<file path="src/rtl/sss_pkg.sv">
package sss_pkg;
  typedef enum logic [1:0] {
    WM_OFF      = 2'b00,
    WM_THREE    = 2'b01,
    WM_TWO      = 2'b10,
    WM_TWO_HOLD = 2'b11
  } wire_mode_e;

  typedef enum logic [1:0] {
    CS_SOFT     = 2'b00,
    CS_TIMER    = 2'b01,
    CS_EXT_RISE = 2'b10,
    CS_EXT_FALL = 2'b11
  } clk_src_e;
endpackage

</file>
<file path="src/rtl/sss_pin_sync.sv">
module sss_pin_sync #(
  parameter int STAGES = 2
) (
  input  logic clk,
  input  logic rst_n,
  input  logic pin,
  output logic level,
  output logic prev
);
  logic [STAGES:0] chain;

  always_ff @(posedge clk or negedge rst_n) begin
    if (!rst_n) chain <= '0;
    else        chain <= {chain[STAGES-1:0], pin};
  end

  assign level = chain[STAGES-1];
  assign prev  = chain[STAGES];
endmodule

</file>
<file path="src/rtl/sss_edge_counter.sv">
module sss_edge_counter #(
  parameter int W = 4
) (
  input  logic         clk,
  input  logic         rst_n,
  input  logic         load,
  input  logic [W-1:0] load_val,
  input  logic         step,
  output logic [W-1:0] count,
  output logic         wrap
);
  localparam logic [W-1:0] ONE = {{(W-1){1'b0}}, 1'b1};

  always_ff @(posedge clk or negedge rst_n) begin
    if (!rst_n)    count <= '0;
    else if (load) count <= load_val;
    else if (step) count <= count + ONE;
  end

  assign wrap = step && !load && (count == '1);

  // no preset and no event leaves the count alone
  p_cnt_idle_r7: assert property (@(posedge clk) disable iff (!rst_n)
    (!load && !step) |=> count == $past(count));
  // each event advances the count by one
  p_cnt_step_r2: assert property (@(posedge clk) disable iff (!rst_n)
    (!load && step) |=> count == $past(count) + ONE);
endmodule

</file>
<file path="src/rtl/sss_start_det.sv">
module sss_start_det (
  input  logic clk,
  input  logic rst_n,
  input  logic en,
  input  logic scl_lvl,
  input  logic sda_fall,
  input  logic clr,
  output logic flag
);
  logic hit;
  assign hit = en && scl_lvl && sda_fall;

  always_ff @(posedge clk or negedge rst_n) begin
    if (!rst_n)   flag <= 1'b0;
    else if (hit) flag <= 1'b1;
    else if (clr) flag <= 1'b0;
  end

  // the flag only rises after a data fall with the clock high in two-wire
  p_start_src_r8: assert property (@(posedge clk) disable iff (!rst_n)
    $rose(flag) |-> $past(en && scl_lvl && sda_fall));
  // clearing without a new start drops the flag
  p_start_clr_r8: assert property (@(posedge clk) disable iff (!rst_n)
    (clr && !hit) |=> !flag);
endmodule

</file>
<file path="src/rtl/serial_shift_unit.sv">
module serial_shift_unit #(
  parameter int DATA_W      = 8,
  parameter int CNT_W       = 4,
  parameter int SYNC_STAGES = 2
) (
  input  logic              clk,
  input  logic              rst_n,
  input  logic [1:0]        wire_mode,
  input  logic [1:0]        clk_sel,
  input  logic              sck_in,
  input  logic              sda_in,
  input  logic              timer_tick,
  input  logic              sw_strobe,
  input  logic              load_en,
  input  logic [DATA_W-1:0] load_data,
  input  logic              cnt_load,
  input  logic [CNT_W-1:0]  cnt_value,
  input  logic              start_clr,
  input  logic              buf_ready,
  output logic              buf_valid,
  output logic [DATA_W-1:0] buf_data,
  output logic              start_flag,
  output logic              sck_hold,
  output logic              do_out,
  output logic              sda_pull_low,
  output logic [DATA_W-1:0] sr_data,
  output logic [CNT_W-1:0]  cnt_q
);
  import sss_pkg::*;

  localparam int MSB = DATA_W - 1;

  wire_mode_e wm;
  clk_src_e   cs;
  assign wm = wire_mode_e'(wire_mode);
  assign cs = clk_src_e'(clk_sel);

  // Pin synchronizers
  logic sck_lvl, sck_prev, sda_lvl, sda_prev;

  sss_pin_sync #(.STAGES(SYNC_STAGES)) u_sck_sync (
    .clk(clk), .rst_n(rst_n), .pin(sck_in), .level(sck_lvl), .prev(sck_prev));
  sss_pin_sync #(.STAGES(SYNC_STAGES)) u_sda_sync (
    .clk(clk), .rst_n(rst_n), .pin(sda_in), .level(sda_lvl), .prev(sda_prev));

  logic sck_rise, sck_fall, sda_fall;
  assign sck_rise = sck_lvl && !sck_prev;
  assign sck_fall = !sck_lvl && sck_prev;
  assign sda_fall = !sda_lvl && sda_prev;

  // Event selection
  logic active, two_wire, ext_src;
  logic samp_edge, out_edge, int_evt;
  logic shift_evt, count_evt, out_evt;

  assign active    = (wm != WM_OFF);
  assign two_wire  = (wm == WM_TWO) || (wm == WM_TWO_HOLD);
  assign ext_src   = (cs == CS_EXT_RISE) || (cs == CS_EXT_FALL);
  assign samp_edge = (cs == CS_EXT_RISE) ? sck_rise : sck_fall;
  assign out_edge  = (cs == CS_EXT_RISE) ? sck_fall : sck_rise;
  assign int_evt   = (cs == CS_SOFT) ? sw_strobe : timer_tick;

  assign shift_evt = active && (ext_src ? samp_edge : int_evt);
  assign count_evt = active && (ext_src ? (sck_rise || sck_fall) : int_evt);
  assign out_evt   = active && ext_src && out_edge;

  // Shift register and output latch
  logic [MSB:0] sr_q, sr_nxt;
  logic         do_q;

  always_comb begin
    sr_nxt = sr_q;
    if (load_en)        sr_nxt = load_data;
    else if (shift_evt) sr_nxt = {sr_q[MSB-1:0], sda_lvl};
  end

  always_ff @(posedge clk or negedge rst_n) begin
    if (!rst_n) begin
      sr_q <= '0;
      do_q <= 1'b0;
    end else begin
      sr_q <= sr_nxt;
      if (load_en)      do_q <= load_data[MSB];
      else if (out_evt) do_q <= sr_q[MSB];
    end
  end

  // Counter
  logic wrap;
  sss_edge_counter #(.W(CNT_W)) u_cnt (
    .clk(clk), .rst_n(rst_n), .load(cnt_load), .load_val(cnt_value),
    .step(count_evt), .count(cnt_q), .wrap(wrap));

  // Receive buffer stream
  always_ff @(posedge clk or negedge rst_n) begin
    if (!rst_n) begin
      buf_valid <= 1'b0;
      buf_data  <= '0;
    end else if (wrap) begin
      buf_valid <= 1'b1;
      buf_data  <= sr_nxt;
    end else if (buf_valid && buf_ready) begin
      buf_valid <= 1'b0;
    end
  end

  // Start detector
  sss_start_det u_start (
    .clk(clk), .rst_n(rst_n), .en(two_wire), .scl_lvl(sck_lvl),
    .sda_fall(sda_fall), .clr(start_clr), .flag(start_flag));

  assign sck_hold     = (two_wire && start_flag) || ((wm == WM_TWO_HOLD) && buf_valid);
  assign do_out       = ext_src ? do_q : sr_q[MSB];
  assign sda_pull_low = two_wire && !do_out;
  assign sr_data      = sr_q;

  // the clock line is never held outside the two-wire codes
  p_hold_mode_r9: assert property (@(posedge clk) disable iff (!rst_n)
    sck_hold |-> wire_mode[1]);
  // a new buffered byte coincides with the counter wrapping to zero
  p_wrap_zero_r6: assert property (@(posedge clk) disable iff (!rst_n)
    $rose(buf_valid) |-> cnt_q == '0);
  // a disabled unit never moves its counter unless preset
  p_off_quiet_r10: assert property (@(posedge clk) disable iff (!rst_n)
    (wire_mode == 2'b00 && !cnt_load) |=> $stable(cnt_q));
  // without load or shift event the shift register holds
  p_sr_hold_r7: assert property (@(posedge clk) disable iff (!rst_n)
    (!load_en && !shift_evt) |=> $stable(sr_data));
  // an unconsumed byte stays intact until the next wrap
  p_buf_keep_r6: assert property (@(posedge clk) disable iff (!rst_n)
    (buf_valid && !buf_ready && !wrap) |=> (buf_valid && $stable(buf_data)));
endmodule

</file>
<file path="config.mk">
export PLATFORM = sky130hd
export DESIGN_NAME = serial_shift_unit
export DESIGN_NICKNAME = d
export VERILOG_FILES = /design/src/rtl/sss_pkg.sv /design/src/rtl/sss_pin_sync.sv /design/src/rtl/sss_edge_counter.sv /design/src/rtl/sss_start_det.sv /design/src/rtl/serial_shift_unit.sv
export SDC_FILE = /design/constraint.sdc
export NUM_CORES = 1
export LEC_CHECK = 0
export ABC_AREA = 1
export BUFFER_PORTS_ARGS = -buffer_cell sky130_fd_sc_hd__buf_2
export CAP_MARGIN = 20
export CORE_MARGIN = 3
export CORE_UTILIZATION = 41
export CTS_BUF_LIST = sky130_fd_sc_hd__clkbuf_8 sky130_fd_sc_hd__clkbuf_16
export DETAILED_ROUTE_END_ITERATION = 12
export PLACE_DENSITY = 0.68
export SETUP_SLACK_MARGIN = 0.3
export SLEW_MARGIN = 40
export SYNTH_ARGS = -nofsm -noshare
export SYNTH_HDL_FRONTEND = slang
export SYNTH_SLANG_ARGS = --single-unit
</file>
<file path="constraint.sdc">
create_clock -name clk -period 3.1 [get_ports clk]
set_input_delay 0 -clock clk [delete_from_list [all_inputs] [get_ports clk]]
set_output_delay 0 -clock clk [all_outputs]
set_load 0.05 [all_outputs]
</file>
==> flow_summary.ini, run 1 <==
[routing]
avgViaCountPerCell = 5.05
detail-route-antenna-nets = 0
drc = 0
vias = 1328
drtPass1Iterations = 4
drt_wl_total_mm = 3.64
wl_per_cell_um = 13.8
drt_iter0_drc = 50

[global_route]
grt_max_degree = 30
busiest_layer = met2
met1_usage_pct = 22.9
track_usage_pct = 18.7
grt_pass1_vias = 1367
use_met3_pct = 5.89
grtUsageMet2_pct = 31.7
grt_pass1_wl_mm = 6.09
antenna_found_initial = 0
grt-ovfl-total = 0

[placed_design]
gp_congestion = 0.849
dpl.hpwl_mm = 2.74
port_buffers = 50
dp_cells = 245

[clocking]
numCtsBuffers = 5
cts_tree = yes
clk_pin_slew_worst_paths_ns = 0.07
clk_latency_ns = 0.28
htreeDepth = 2
clockBufferDepth = 2
ctsHoldBuffers = 10
numClockSinks = 29
cts_resized = 0
cts-root-buf = clkbuf_8
cts_setup_buffers = 0

[yosys]
synthDistinctLibCells = 28
ys_warn_count = 0
synth_seq_cells = 29
ys_seq_area_share_pct = 50.8
syn_area_um2 = 1430
syn_avg_cell_area_um2 = 9.21
syn_inst = 155
synth_edf_count = 0
ys.flop_type = dfrtp_1
synth_nets = 184
synthArstFlopShare_pct = 100

[die]
ios = 51
dieWidth_um = 65.0
initial_core_util_pct = 44.9
die_y_um = 65.0
dieArea_um2 = 4230
coreArea_um2 = 3180
fp-row-count = 20

[critical_path]
required_ns = 3.31
cpMaxStageDelayCell = dfrtp_1
cp-end-kind = register
cp_cell_sequence = inv_1 > ha_1 > nand2_1 > nand4_4 > nor2_4 > nand3_1 > nand2_1
crit_fanout = 13
critPathTopFamily = simple AND/OR/NAND/NOR gates
cp.arrival_ns = 1.85
critPathBufInv = 1
critPathMostFrequentCell = nand2_1
r2r_slack_ns = 1.46
cp-start-kind = register
critPathMaxStageDelay_ns = 0.39
crit_type = reg2reg

[pwr]
power_per_cell_area_nw_per_um2 = 664
p_leak_nw = 0.959
vdd_drop_max_mv = 0.480

[cells_and_area]
drive_above_1_share_pct = 34.7
fin_cells = 263
area_delta_synth_final_pct = 32.3
nFillCells = 298
final_nets = 247
final_cell_mix = buf_2 (50), nand2_1 (37), dfrtp_1 (29)
antennaDiodeCount = 0
mostFrequentLayoutCell = buf_2

[sta]
fin_crit_sh_pct = 53.0
setup_tns_ns = 0
fin_crit_ns = 1.64
rsz0062_at_grt = false
setup_violations = 0
tightest_slew_ns = 0.643
max_slew_margin_pct = 57.1
fin_worst_skew_ns = 0.00650
clock.fmax_mhz = 608
drv_slew = 0
hold_viol = 0

[flow_run]
drv_cap = 0

[outcome]
outcome = complete, no violations

[hold_path]
min_path_type = in2reg
-- path summary, 6_finish.rpt --
kind | from | endpoint | cells after the start
setup / recovery | u_sck_sync.chain[1] | buf_data[4] | 7
hold / removal | load_en | sr_data[7] | 3
setup reg to reg | u_sck_sync.chain[1] | buf_data[4] | 7
hold reg to reg | u_sda_sync.chain[0] | u_sda_sync.chain[1] | 0
max in group asynchronous | rst_n | buf_data[1] | 2
min in group asynchronous | rst_n | u_sda_sync.chain[0] | 2
-- sequential cells by signal, indices dropped and copies added, names as in the netlist --
| name | count |
|---|---|
| do_q | 1 |
| sr_data | 8 |
| buf_valid | 1 |
| u_sda_sync.chain | 3 |
| u_sck_sync.chain | 3 |
| buf_data | 8 |
| u_cnt.count | 4 |
| u_start.flag | 1 |
-- cells in the mapped netlist (2+ instances only) --
cell | number | area share, %
and2_1 | 7 | 3.1
buf_6 | 2 | 1.6
dfrtp_1 | 29 | 51
ha_1 | 3 | 2.6
inv_1 | 9 | 2.4
inv_2 | 3 | 0.79
nand2_1 | 37 | 9.7
nand3_1 | 19 | 6.7
nand3_2 | 3 | 2.1
nand4_1 | 8 | 3.5
nor2_1 | 2 | 0.53
o211ai_1 | 4 | 2.1
o21ai_0 | 3 | 1.1
o21ai_1 | 5 | 1.8
or2_2 | 8 | 3.5
-- metal layers --
| metal | wire [um] | vias up |
|---|---|---|
| met3 | 198 | 5 |
| met2 | 1830 | 37 |
| met5 | 0 | - |
| met4 | 23 | 0 |
| met1 | 1580 | 633 |
| li1 | - | 653 |
-- cells by family (layout without fill, tap and decap cells) --
group           Yosys count  count (layout)  synth area share, %
fa+ha+maj                 3               3                 2.63
buf+inv                  16              80                 5.35
xor+xnor                  2               2                 1.23
compound gates           18              18                 7.98
flops                    29              29                 50.8
simple gates             87              87                 32.0
-- cell type report --
cell class	count	area, um^2	area share, %
clock buffer	5	68.8	3.64
clock inverter	3	17.5	0.928
inverter	12	45.0	2.39
multi-input combinational	110	626	33.1
sequential	29	726	38.4
tap	44	55.1	2.92
timing repair buffer	60	350	18.6
-- power breakdown --
| part | internal [mW] | total, mW | switching [mW] |
|---|---|---|---|
| sequential | 0.443 | 0.488 | 0.0453 |
| clock | 0.154 | 0.300 | 0.146 |
| combinational | 0.120 | 0.465 | 0.345 |
| total | 0.717 | 1.25 | 0.536 |
-- stage by stage --
| stage | hold WS, ns | total power, mW | setup slack, ns | util (%) | cell area (um^2) |
|---|---|---|---|---|---|
| finish | 0.0140 | 1.25 | 1.46 | 59.4 | 1890 |
| CTS | 0.00177 | 1.26 | 1.42 | 59.4 | 1890 |
| detailed placement | 0.0622 | 0.951 | 1.44 | 53.5 | 1700 |
| floorplan | -0.296 | 0.829 | 0.649 | - | 1430 |
| global route | 0.0328 | 1.32 | 1.34 | 59.4 | 1890 |
| global placement | 0.0543 | 0.944 | 1.50 | 53.5 | 1700 |
-- worst min-delay path, cell delays in order --
cell and delay [ns]:
buf_2 0.09, nand2_1 0.07, nand2_1 0.09
Power figures use the tool's default switching activity.
==> inputs of run 2 (changes only) <==
Settings changed: ABC_AREA 1 to 0.
Clock period 3.1 ns to 1.52 ns, I/O delays scaled along.
==> run 2 against run 1 <==
Register-to-register slack lost 1.7 ns. The flow now finishes with violations (negative setup slack). Critical path type unchanged. Die area is essentially flat. Hold slack gained 0.015 ns. Final area grew 23%. Largest power group is now combinational cells. Critical endpoint is now sr_data[5].
==> flow_summary.ini, run 2 <==
[outcome]
outcome = finished, violations left
violations = negative setup slack

[routing]
drt_iter0_drc = 67
vias = 1312
avgViaCountPerCell = 5.11
detail-route-antenna-nets = 0
drtPass1Iterations = 4
drt_wl_total_mm = 4.15
drc = 0
wl_per_cell_um = 16.2

[sta]
drv_slew = 0
max_slew_margin_pct = 57.4
rsz0062_at_grt = true
hold_viol = 0
hold_slack_ns = 0.0290
fin_crit_sh_pct = 119
setup_tns_ns = -4.60
fin_crit_ns = 1.80
fin_ws_ns = -0.285
tightest_slew_ns = 0.640
clock.fmax_mhz = 554
setup_violations = 19
fin_worst_skew_ns = 0.00544

[yosys]
yosysTopAreaCell = dfrtp_1
synth_common_cells = dfrtp_1 (29), mux2_2 (18), a211o_1 (8), nor2_1 (8)
synthMostInstantiatedCell = dfrtp_1
synth_edf_count = 0
syn_area_um2 = 1430
syn_inst = 122
syn_avg_cell_area_um2 = 11.7
synthArstFlopShare_pct = 100
synth_nets = 151
ys_seq_area_share_pct = 50.8
netlist.area_leader.share_pct = 50.8
ys.flop_type = dfrtp_1
synth_seq_cells = 29
ys_warn_count = 0
synthDistinctLibCells = 28
synthTopCellsByArea = dfrtp_1 (51%), mux2_2 (14%), a211o_1 (4.9%), and2_0 (3.1%), and3_1 (3.1%)

[placed_design]
dp_slack_ns = -0.363
dpl.hpwl_mm = 2.60
gp_congestion = 0.800
port_buffers = 50

[pwr]
power_mw = 2.71
power_per_cell_area_nw_per_um2 = 1170
vdd_drop_max_mv = 0.751
p_leak_nw = 1.20

[critical_path]
cpMaxStageDelayCell = dfrtp_1
critPathBufInv = 2
cp_cell_sequence = inv_1 > ha_2 > mux2i_1 > o22ai_2 > buf_12 > mux2_4 > mux2_4
required_ns = 1.68
critPathMaxStageDelay_ns = 0.42
critPathMostFrequentCell = mux2_4
cp.arrival_ns = 1.97
crit_type = reg2reg
startpoint = u_sck_sync.chain[2]
rr_startpoint = u_sck_sync.chain[2]
critPathTopFamily = multiplexers
r2r_slack_ns = -0.28
rr_worst_depth = 7
cp-end-kind = register
r2r_end = sr_data[5]
cp-endpoint = sr_data[5]
path_depth = 7
crit_fanout = 8
cp-start-kind = register

[clocking]
numCtsBuffers = 5
clk_latency_ns = 0.28
cts-root-buf = clkbuf_8
htreeDepth = 2
numClockSinks = 29
clk_pin_slew_worst_paths_ns = 0.06
cts_tree = yes
clockBufferDepth = 2

[global_route]
grt_max_degree = 30
track_usage_pct = 20.9
grt-ovfl-total = 0
grt_pass1_wl_mm = 6.73
grt_pass1_vias = 1420
antenna_found_initial = 0

[cells_and_area]
mostFrequentLayoutCell = buf_2
antennaDiodeCount = 0
final_nets = 242
area_delta_synth_final_pct = 61.9
drive_above_1_share_pct = 54.9
final_cell_mix = buf_2 (49), dfrtp_1 (25), dlygate4sd3_1 (16)

[hold_path]
min_path_type = in2reg
hold_path_startpoint = load_data[7]

[flow_run]
drv_cap = 0

[die]
dieWidth_um = 65.0
fp-row-count = 20
ios = 51
die_y_um = 65.0
dieArea_um2 = 4230
initial_core_util_pct = 45.0
coreArea_um2 = 3180
## run 2: cell count changes in the layout (fill, tap and decap cells not counted), sizes merged, moves of 8 or more
cell / previous run / this run
nand3: 22 / 1
a211o: 0 / 8
mux2: 0 / 18
buf: 50 / 71
nand4: 9 / 0
or2: 9 / 0
nand2: 37 / 5
## run 2: what timing repair did
item	in CTS	in global routing
cloned	0	0
hold buffers	16	0
hold endpoints to repair	44	0
gates resized for setup	28	5
setup buffers	6	3
pin swaps	7	5
setup endpoints to repair	23	23
## run 2: logic make-up after synthesis
kind of cell             Yosys count  share of synthesized area, %
adder cells (fa/ha/maj)            3                          2.63
buffers and inverters             10                          3.24
AO/OA/AOI/OAI                     25                          13.0
XOR/XNOR                           3                          1.84
flip-flops                        29                          50.8
multiplexers                      23                          18.0
AND/OR/NAND/NOR                   29                          10.5
## run 2: where the power goes
part           leakage, nW  switching, mW  internal [mW]
Clock               0.0452          0.286          0.304
Combinational        0.804          0.714          0.426
Sequential           0.352         0.0831          0.900
## run 2: layout make-up
| cell class | count | area (um^2) |
|---|---|---|
| clock buffers | 5 | 68.8 |
| clock inverters | 2 | 8.76 |
| fillers | 235 | 865 |
| inverters | 7 | 26.3 |
| multi-input cells | 83 | 811 |
| flip-flops and latches | 29 | 731 |
| well taps | 44 | 55.1 |
| repair buffers | 87 | 613 |
## run 2: how the worst min path moves through the flow
stage | slack, ns | depth (start not counted) | end
CTS | 0.003 | 3 | sr_data[7]
floorplan | -0.30 | 0 | buf_data[0]
global route | 0.04 | 3 | do_q
detailed placement | 0.06 | 1 | buf_data[3]
finish | 0.03 | 3 | do_q
global placement | 0.06 | 1 | sr_data[3]
## run 2: stage by stage
step	std cells	cell area [um^2]	utilization (%)
after CTS	254	2270	71.3
after global placement	225	1880	59.2
after global routing	257	2310	72.8
after floorplan	122	1490	-
final	257	2310	72.8
after detailed placement	225	1880	59.2
## run 2: layer usage
metal / share of wire [%] / vias to the layer above / GRT usage (%)
met5: 0 / - / 0
met4: 2.1 / 0 / 7.51
met3: 4.4 / 11 / 4.33
met2: 52 / 42 / 36.3
met1: 41 / 640 / 25.5
li1: - / 619 / -
## run 2: worst reg2reg max path, cell delays in order (launching register included)
cell     delay (ns)
dfrtp_1        0.42
inv_1          0.08
ha_2           0.17
mux2i_1        0.08
o22ai_2        0.20
buf_12         0.17
mux2_4         0.32
mux2_4         0.26
